<file path="config.mk">
export PLATFORM = sky130hd
export DESIGN_NAME = dma_evt_flags
export DESIGN_NICKNAME = d
export VERILOG_FILES = /design/src/rtl/dma_flag_pkg.sv /design/src/rtl/dma_flag_clrdec.sv /design/src/rtl/dma_flag_chan.sv /design/src/rtl/dma_evt_flags.sv
export SDC_FILE = /design/constraint.sdc
export NUM_CORES = 1
export LEC_CHECK = 0
export BUFFER_PORTS_ARGS = -buffer_cell sky130_fd_sc_hd__buf_2
export CORE_MARGIN = 2
export CORE_UTILIZATION = 44
export CTS_CLUSTER_SIZE = 20
export DETAILED_ROUTE_END_ITERATION = 7
export GPL_ROUTABILITY_DRIVEN = 0
export PLACE_DENSITY = 0.92
export SETUP_SLACK_MARGIN = 0.1
export SYNTH_ARGS = -nofsm -noshare
export SYNTH_HDL_FRONTEND = slang
export SYNTH_SLANG_ARGS = --single-unit
</file>
<file path="constraint.sdc">
create_clock -name clk -period 2.2 [get_ports clk]
set_input_delay 0.11 -clock clk [delete_from_list [all_inputs] [get_ports clk]]
set_output_delay 0.11 -clock clk [all_outputs]
set_load 0.1 [all_outputs]
</file>
<file path="src/rtl/dma_flag_pkg.sv">
package dma_flag_pkg;
   localparam int MAX_CH   = 7;
   localparam int NIB_W    = 4;
   localparam int DATA_W   = 32;
   localparam int BE_W     = DATA_W / 8;
   // nibble bit positions (decoded by software, so fixed)
   localparam int B_SUM    = 0;
   localparam int B_DONE   = 1;
   localparam int B_HALF   = 2;
   localparam int B_ERR    = 3;
   localparam int OFS_STAT = 0;
   localparam int OFS_CLR  = 4;
endpackage

</file>
<file path="src/rtl/dma_flag_clrdec.sv">
module dma_flag_clrdec
   import dma_flag_pkg::*;
#(
   parameter int ADDR_W = 4
) (
   input  logic              sel,
   input  logic              wr,
   input  logic [ADDR_W-1:0] addr,
   input  logic [BE_W-1:0]   be,
   input  logic [DATA_W-1:0] wdata,
   output logic [DATA_W-1:0] clr_mask
);
   localparam logic [ADDR_W-1:0] A_CLR = ADDR_W'(OFS_CLR);

   logic hit;
   assign hit = sel && wr && (addr == A_CLR);

   for (genvar b = 0; b < BE_W; b++) begin : g_lane
      assign clr_mask[8*b +: 8] = (hit && be[b]) ? wdata[8*b +: 8] : 8'h00;
   end
endmodule

</file>
<file path="src/rtl/dma_flag_chan.sv">
module dma_flag_chan
   import dma_flag_pkg::*;
(
   input  logic             clk,
   input  logic             rst_n,
   input  logic             set_err,
   input  logic             set_half,
   input  logic             set_done,
   input  logic [NIB_W-1:0] clr,
   input  logic             en,
   output logic [NIB_W-1:0] flags,
   output logic             irq
);
   logic any_set;
   logic clr_sum;
   logic [NIB_W-1:0] nxt;

   assign any_set = set_err | set_half | set_done;
   assign clr_sum = clr[B_SUM];

   always_comb begin
      nxt         = flags;
      nxt[B_ERR]  = set_err  | (flags[B_ERR]  & ~(clr[B_ERR]  | clr_sum));
      nxt[B_HALF] = set_half | (flags[B_HALF] & ~(clr[B_HALF] | clr_sum));
      nxt[B_DONE] = set_done | (flags[B_DONE] & ~(clr[B_DONE] | clr_sum));
      nxt[B_SUM]  = any_set  | (flags[B_SUM]  & ~clr_sum);
   end

   always_ff @(posedge clk or negedge rst_n) begin
      if (!rst_n) flags <= '0;
      else        flags <= nxt;
   end

   assign irq = en & (|flags);

   // a set always wins against a same-cycle clear
   p_set_wins_r7: assert property (@(posedge clk) disable iff (!rst_n)
      (set_err && clr[B_ERR]) |=> flags[B_ERR]);
   // summary flag covers every event flag
   p_sum_covers_r3: assert property (@(posedge clk) disable iff (!rst_n)
      (flags[B_ERR] || flags[B_HALF] || flags[B_DONE]) |-> flags[B_SUM]);
   // clear without competing set empties the bit
   p_clr_done_r4: assert property (@(posedge clk) disable iff (!rst_n)
      (clr[B_DONE] && !set_done) |=> !flags[B_DONE]);
   // summary clear without events empties the nibble
   p_sum_clr_r5: assert property (@(posedge clk) disable iff (!rst_n)
      (clr_sum && !any_set) |=> (flags == '0));
endmodule

</file>
<file path="src/rtl/dma_evt_flags.sv">
module dma_evt_flags
   import dma_flag_pkg::*;
#(
   parameter int NUM_CH = 7,
   parameter int ADDR_W = 4
) (
   input  logic              clk,
   input  logic              rst_n,
   input  logic              bus_sel,
   input  logic              bus_wr,
   input  logic [ADDR_W-1:0] bus_addr,
   input  logic [BE_W-1:0]   bus_be,
   input  logic [DATA_W-1:0] bus_wdata,
   output logic [DATA_W-1:0] bus_rdata,
   input  logic [MAX_CH-1:0] ev_err,
   input  logic [MAX_CH-1:0] ev_half,
   input  logic [MAX_CH-1:0] ev_done,
   input  logic [MAX_CH-1:0] irq_en,
   output logic [MAX_CH-1:0] irq
);
   localparam int USED_W = MAX_CH * NIB_W;
   localparam logic [ADDR_W-1:0] A_STAT = ADDR_W'(OFS_STAT);
   localparam logic [ADDR_W-1:0] A_CLR  = ADDR_W'(OFS_CLR);

   initial begin
      a_param_ch: assert (NUM_CH == 5 || NUM_CH == 7);
      a_param_aw: assert (ADDR_W >= 3);
   end

   logic [DATA_W-1:0] clr_mask;
   logic [DATA_W-1:0] status;

   dma_flag_clrdec #(.ADDR_W(ADDR_W)) clrdec_i (
      .sel      (bus_sel),
      .wr       (bus_wr),
      .addr     (bus_addr),
      .be       (bus_be),
      .wdata    (bus_wdata),
      .clr_mask (clr_mask)
   );

   for (genvar c = 0; c < MAX_CH; c++) begin : g_ch
      if (c < NUM_CH) begin : g_on
         dma_flag_chan chan_i (
            .clk      (clk),
            .rst_n    (rst_n),
            .set_err  (ev_err[c]),
            .set_half (ev_half[c]),
            .set_done (ev_done[c]),
            .clr      (clr_mask[NIB_W*c +: NIB_W]),
            .en       (irq_en[c]),
            .flags    (status[NIB_W*c +: NIB_W]),
            .irq      (irq[c])
         );
      end else begin : g_off
         assign status[NIB_W*c +: NIB_W] = '0;
         assign irq[c] = 1'b0;
      end
   end
   assign status[DATA_W-1:USED_W] = '0;

   assign bus_rdata = (bus_sel && !bus_wr && bus_addr == A_STAT) ? status : '0;

   // the clear word never reads back data
   p_clr_reads_zero_r8: assert property (@(posedge clk) disable iff (!rst_n)
      (bus_sel && !bus_wr && bus_addr == A_CLR) |-> (bus_rdata == '0));
   // no request without its enable
   p_irq_gated_r10: assert property (@(posedge clk) disable iff (!rst_n)
      ((irq & ~irq_en) == '0));
endmodule

</file>
# Word level (Yosys, flattened, before mapping)
# Cells that the tools add are included.
[op_classes] eq_ne=1 n_mux=5 bitwise=126 n_reduce_logical=17
[op_table] cell="OR 1 bit" n=63
[op_table] cell="bitwise AND 1 bit" n=35
[op_table] cell="2-to-1 mux 28 bit" n=1
[op_table] cell="NOT 1 bit" n=28
[op_table] cell="OR reduction 4 bit" n=7
[op_table] cell="2-to-1 mux 8 bit" n=3
[op_table] cell="logical AND 1 bit" n=8
[op_table] cell="equality test 4 x 3 -> 1 bit (second input constant)" n=1
[op_table] cell="zero test 4 bit" n=1
[op_table] cell="2-to-1 mux 4 bit" n=1
[op_table] cell="zero test 1 bit" n=1
[word_totals] register_bits=28 out_inout_bits=39

# Longest topological paths before layout
[logic_depth] depth_word=8 depth_mapped=5

# Cells and area by module
# From an unflattened synthesis, not the netlist that was laid out.
[hier_totals] hier_cells=177 area_unflattened_um2=1774.2
[modules_own_cells] mod="dma_flag_chan" n_inst=7 cells_per_inst=14 area_per_inst_um2=165.2 seq_area_each_um2=100.1
[modules_own_cells] mod="dma_flag_clrdec" n_inst=1 cells_per_inst=40 area_per_inst_um2=341.6 seq_area_each_um2=0.0
[modules_own_cells] mod="dma_evt_flags" n_inst=1 cells_per_inst=39 area_per_inst_um2=276.5 seq_area_each_um2=0.0

# Least setup slack after synthesis
# OpenSTA, ideal clock, no wires.
[synth_path] kind="input to output" startpoint="in bus_addr[3]" endpoint="out bus_rdata[10]" arrival_time_ns=1.759 path_slack_ns=0.331 stages=4 cell_sequence="nor4b_4 -> nor3b_4 -> buf_2 -> and2_1"
[synth_via] elab_chain_len=3
[synth_lines] element="start: declaration" line_no="dma_evt_flags.sv:11" rtl="input logic [ADDR_W-1:0] bus_addr,"
[synth_lines] element="zero test 4 bit" line_no="dma_evt_flags.sv:62" rtl="assign bus_rdata = (bus_sel && !bus_wr && bus_addr == A_STAT) ? status : '0;"
[synth_lines] element="logical AND 1 bit" line_no="dma_evt_flags.sv:62"
[synth_lines] element="2-to-1 mux 28 bit" line_no="dma_evt_flags.sv:62"
[synth_lines] element="end: declaration" line_no="dma_evt_flags.sv:14" rtl="output logic [DATA_W-1:0] bus_rdata,"
# No other way between the ends.

# Final worst setup path
[layout_path] startpoint="reg g_ch[1].g_on.chan_i.flags[3]" endpoint="out irq[1]"
[layout_via] elab_chain_len=2
[layout_lines] element="start: declaration" line_no="dma_flag_chan.sv:11" rtl="output logic [NIB_W-1:0] flags,"
[layout_lines] element="start signal: assignment" line_no="dma_flag_chan.sv:31" rtl="else flags <= nxt;"
[layout_lines] element="OR reduction 4 bit" line_no="dma_flag_chan.sv:34" rtl="assign irq = en & (|flags);"
[layout_lines] element="bitwise AND 1 bit" line_no="dma_flag_chan.sv:34"
[layout_lines] element="end: declaration" line_no="dma_evt_flags.sv:19" rtl="output logic [MAX_CH-1:0] irq"
# No other way between the ends.

==> flow_metrics.env <==
export IMPL_finalSetupViolCount=0
export IMPL_numCtsBuffers=3
export IMPL_clock_sinks=28
export IMPL_antenna_found_initial=0
export IMPL_fin_ws_ns=0.583
export IMPL_filler_cell_count=204
export IMPL_avgViaCountPerCell=5.60
export IMPL_synth_largest_area_cell="dfrtp_1"
export IMPL_fin_skew_ns=0
export IMPL_num_antenna_cells=0
export IMPL_worstPathArrival_ns=1.51
export IMPL_worst_skew_pair_late_latency_ns=0.32
export IMPL_synth_top_area_share_pct=43.7
export IMPL_period_share_pct=73.5
export IMPL_max_slew_margin_pct=58.4
export IMPL_peakVddDrop_mv=0.448
export IMPL_start_util_pct=47.0
export IMPL_setup_worst_path_end_class="primary output"
export IMPL_die_area_mm2=0.00414
export IMPL_dp_hpwl_um=3680
export IMPL_cap_violations=0
export IMPL_worstHoldPathCells=3
export IMPL_dieWidth_um=64.4
export IMPL_cts_htree_levels=1
export IMPL_pre_cts_ws_ns=0.629
export IMPL_synth_avg_cell_area_um2=10.6
export IMPL_wirelength_um=5300
export IMPL_cp_slowest_cell="o41a_1"
export IMPL_max_clock_path_buffers=2
export IMPL_fin_util_pct=83.4
export IMPL_hold_viol_final=0
export IMPL_ys_seq_area_share_pct=43.7
export IMPL_leakage_uw=0.00113
export IMPL_first_global_vias=1857
export IMPL_r2r_cells=2
export IMPL_critPathMaxFanout=3
export IMPL_synth_ff_type="dfrtp_1"
export IMPL_cts_clk_slew_worst_paths_ns=0.16
export IMPL_fin_crit_ns=1.62
export IMPL_cts_resized=0
export IMPL_fin_tns_setup_ns=0
export IMPL_drt_iter0_markers=59
export IMPL_min_path_type="in2reg"
export IMPL_cts_setup_buffers=0
export IMPL_io_pins=111
export IMPL_rrSetupSlack_ns=1.28
export IMPL_gr_total_overflow=0
export IMPL_startpoint_type="register"
export IMPL_top_register="g_ch.g_on.chan_i.flags"
export IMPL_grt_pass1_wl_um=8600
export IMPL_area_growth_pct=77.5
export IMPL_drive_gt1_share_pct=40.7
export IMPL_worstMarginPinSlew_ns=0.625
export IMPL_synth_area_leaders="dfrtp_1 44%, o2111ai_1 11%, and2_1 11%, a21o_1 10%, buf_4 5.1%"
export IMPL_cts_root_buf="clkbuf_4"
export IMPL_drtPass1Iterations=4
export IMPL_routedWlPerCell_um=16.6
export IMPL_postSynthCellCount=151
export IMPL_fin_nets=346
export IMPL_path_cells="o41a_1, buf_2"
export IMPL_yosysWarnings=0
export IMPL_grt_start_max_net_pins=29
export IMPL_grtUsageTotal_pct=26.8
export IMPL_synth_most_common_cell="and2_1"
export IMPL_synth_edf_count=0
export IMPL_status="complete, no violations"
export IMPL_core_mm2=0.00342
export IMPL_rsz0062_at_grt="false"
export IMPL_ys_seq_elements=28
export IMPL_slowest_delay_ns=0.44
export IMPL_row_count=21
export IMPL_cts_tree="built"
export IMPL_postRouteAntennaNets=0
export IMPL_synth_distinct_cells=17
export IMPL_routed_via_count=1785
export IMPL_multiInputGateArea_um2=803
export IMPL_critPathKind="reg2out"
export IMPL_cts_hold_buf=27
export IMPL_async_flop_share_pct=100
export IMPL_required_ns=2.09
export IMPL_portBuffers=102
export IMPL_register_area_um2=701
export IMPL_drc=0
export IMPL_synth_commonest_cells="29 x and2_1, 28 x dfrtp_1, 22 x a21o_1, 21 x o2111ai_1, 11 x buf_4"
export IMPL_fp_dieH_um=64.4
export IMPL_slew_viol_final=0
export IMPL_syn_area_mm2=0.00160
export IMPL_fmax_mhz=619
export IMPL_p_per_area_mw_per_mm2=413
export IMPL_top_regs="g_ch.g_on.chan_i.flags (28)"
export IMPL_largest_reg_flops=28
-- worst max-delay path, delay by kind of cell (launching register included) --
| kind | cells | cell delay [ns] |
|---|---|---|
| compound gates | 1 | 0.44 |
| buf+inv | 1 | 0.30 |
| flops | 1 | 0.43 |
-- metrics by stage --
step	cells	cell area (µm²)	hold slack [ns]	total power (µW)
5_1_grt	319	2850	0.0905	1230
3_3_place_gp	287	2510	0.146	798
2_1_floorplan	154	1620	-0.186	690
3_5_place_dp	287	2510	0.160	804
4_1_cts	318	2840	0.00708	1180
6_report	319	2850	0.0893	1180
-- power breakdown --
| part | leakage, µW | total, µW | switching, µW | internal (µW) |
|---|---|---|---|---|
| logic | 0.000851 | 318 | 203 | 115 |
| registers | 0.000246 | 519 | 1.84 | 517 |
| clock network | 0.0000279 | 340 | 156 | 184 |
| total | 0.00113 | 1180 | 360 | 817 |
-- metal layers --
metal / track usage (%) / vias to the layer above / part of all wire (%)
met3: 4.23 / 12 / 5.4
li1: - / 833 / -
met1: 30.1 / 856 / 38
met5: 0 / - / 0
met2: 50.1 / 84 / 55
met4: 10.6 / 0 / 2.0
-- kinds of logic after synthesis --
| logic type | synth area share, % |
|---|---|
| AO/OA/AOI/OAI | 29.0 |
| buffers and inverters | 6.94 |
| other | 0.234 |
| AND/OR/NAND/NOR | 20.1 |
| flip-flops | 43.7 |
-- area by class of cell --
class                   instances  share of cell area, %
repair buffers                133                   43.3
clock inverters                 1                   1.05
flip-flops and latches         28                   24.6
clock buffers                   3                  0.791
well taps                      46                   2.02
multi-input cells             108                   28.2
-- final timing paths --
check / to / start
min: g_ch[6].g_on.chan_i.flags[0]$_DFF_PN0_ / bus_be[3]
min in group asynchronous: g_ch[6].g_on.chan_i.flags[2]$_DFF_PN0_ / rst_n
min reg2reg: g_ch[2].g_on.chan_i.flags[1]$_DFF_PN0_ / g_ch[2].g_on.chan_i.flags[1]$_DFF_PN0_
max reg2reg: g_ch[0].g_on.chan_i.flags[0]$_DFF_PN0_ / g_ch[0].g_on.chan_i.flags[0]$_DFF_PN0_
max: irq[1] / g_ch[1].g_on.chan_i.flags[3]$_DFF_PN0_
max in group asynchronous: g_ch[2].g_on.chan_i.flags[1]$_DFF_PN0_ / rst_n
-- cell usage in the layout, fill, tap and decap left out, drive strengths merged --
cell type / instances
a21o: 22
a31oi: 6
and2: 29
and3: 3
buf: 105
bufinv: 1
clkbuf: 3
conb: 4
dfrtp: 28
dlygate4sd3: 28
nand4: 1
nor3: 6
nor3b: 1
nor4: 6
nor4b: 1
o2111ai: 21
o41a: 7
or3: 1
No activity file was read; power rests on OpenSTA's default activity.
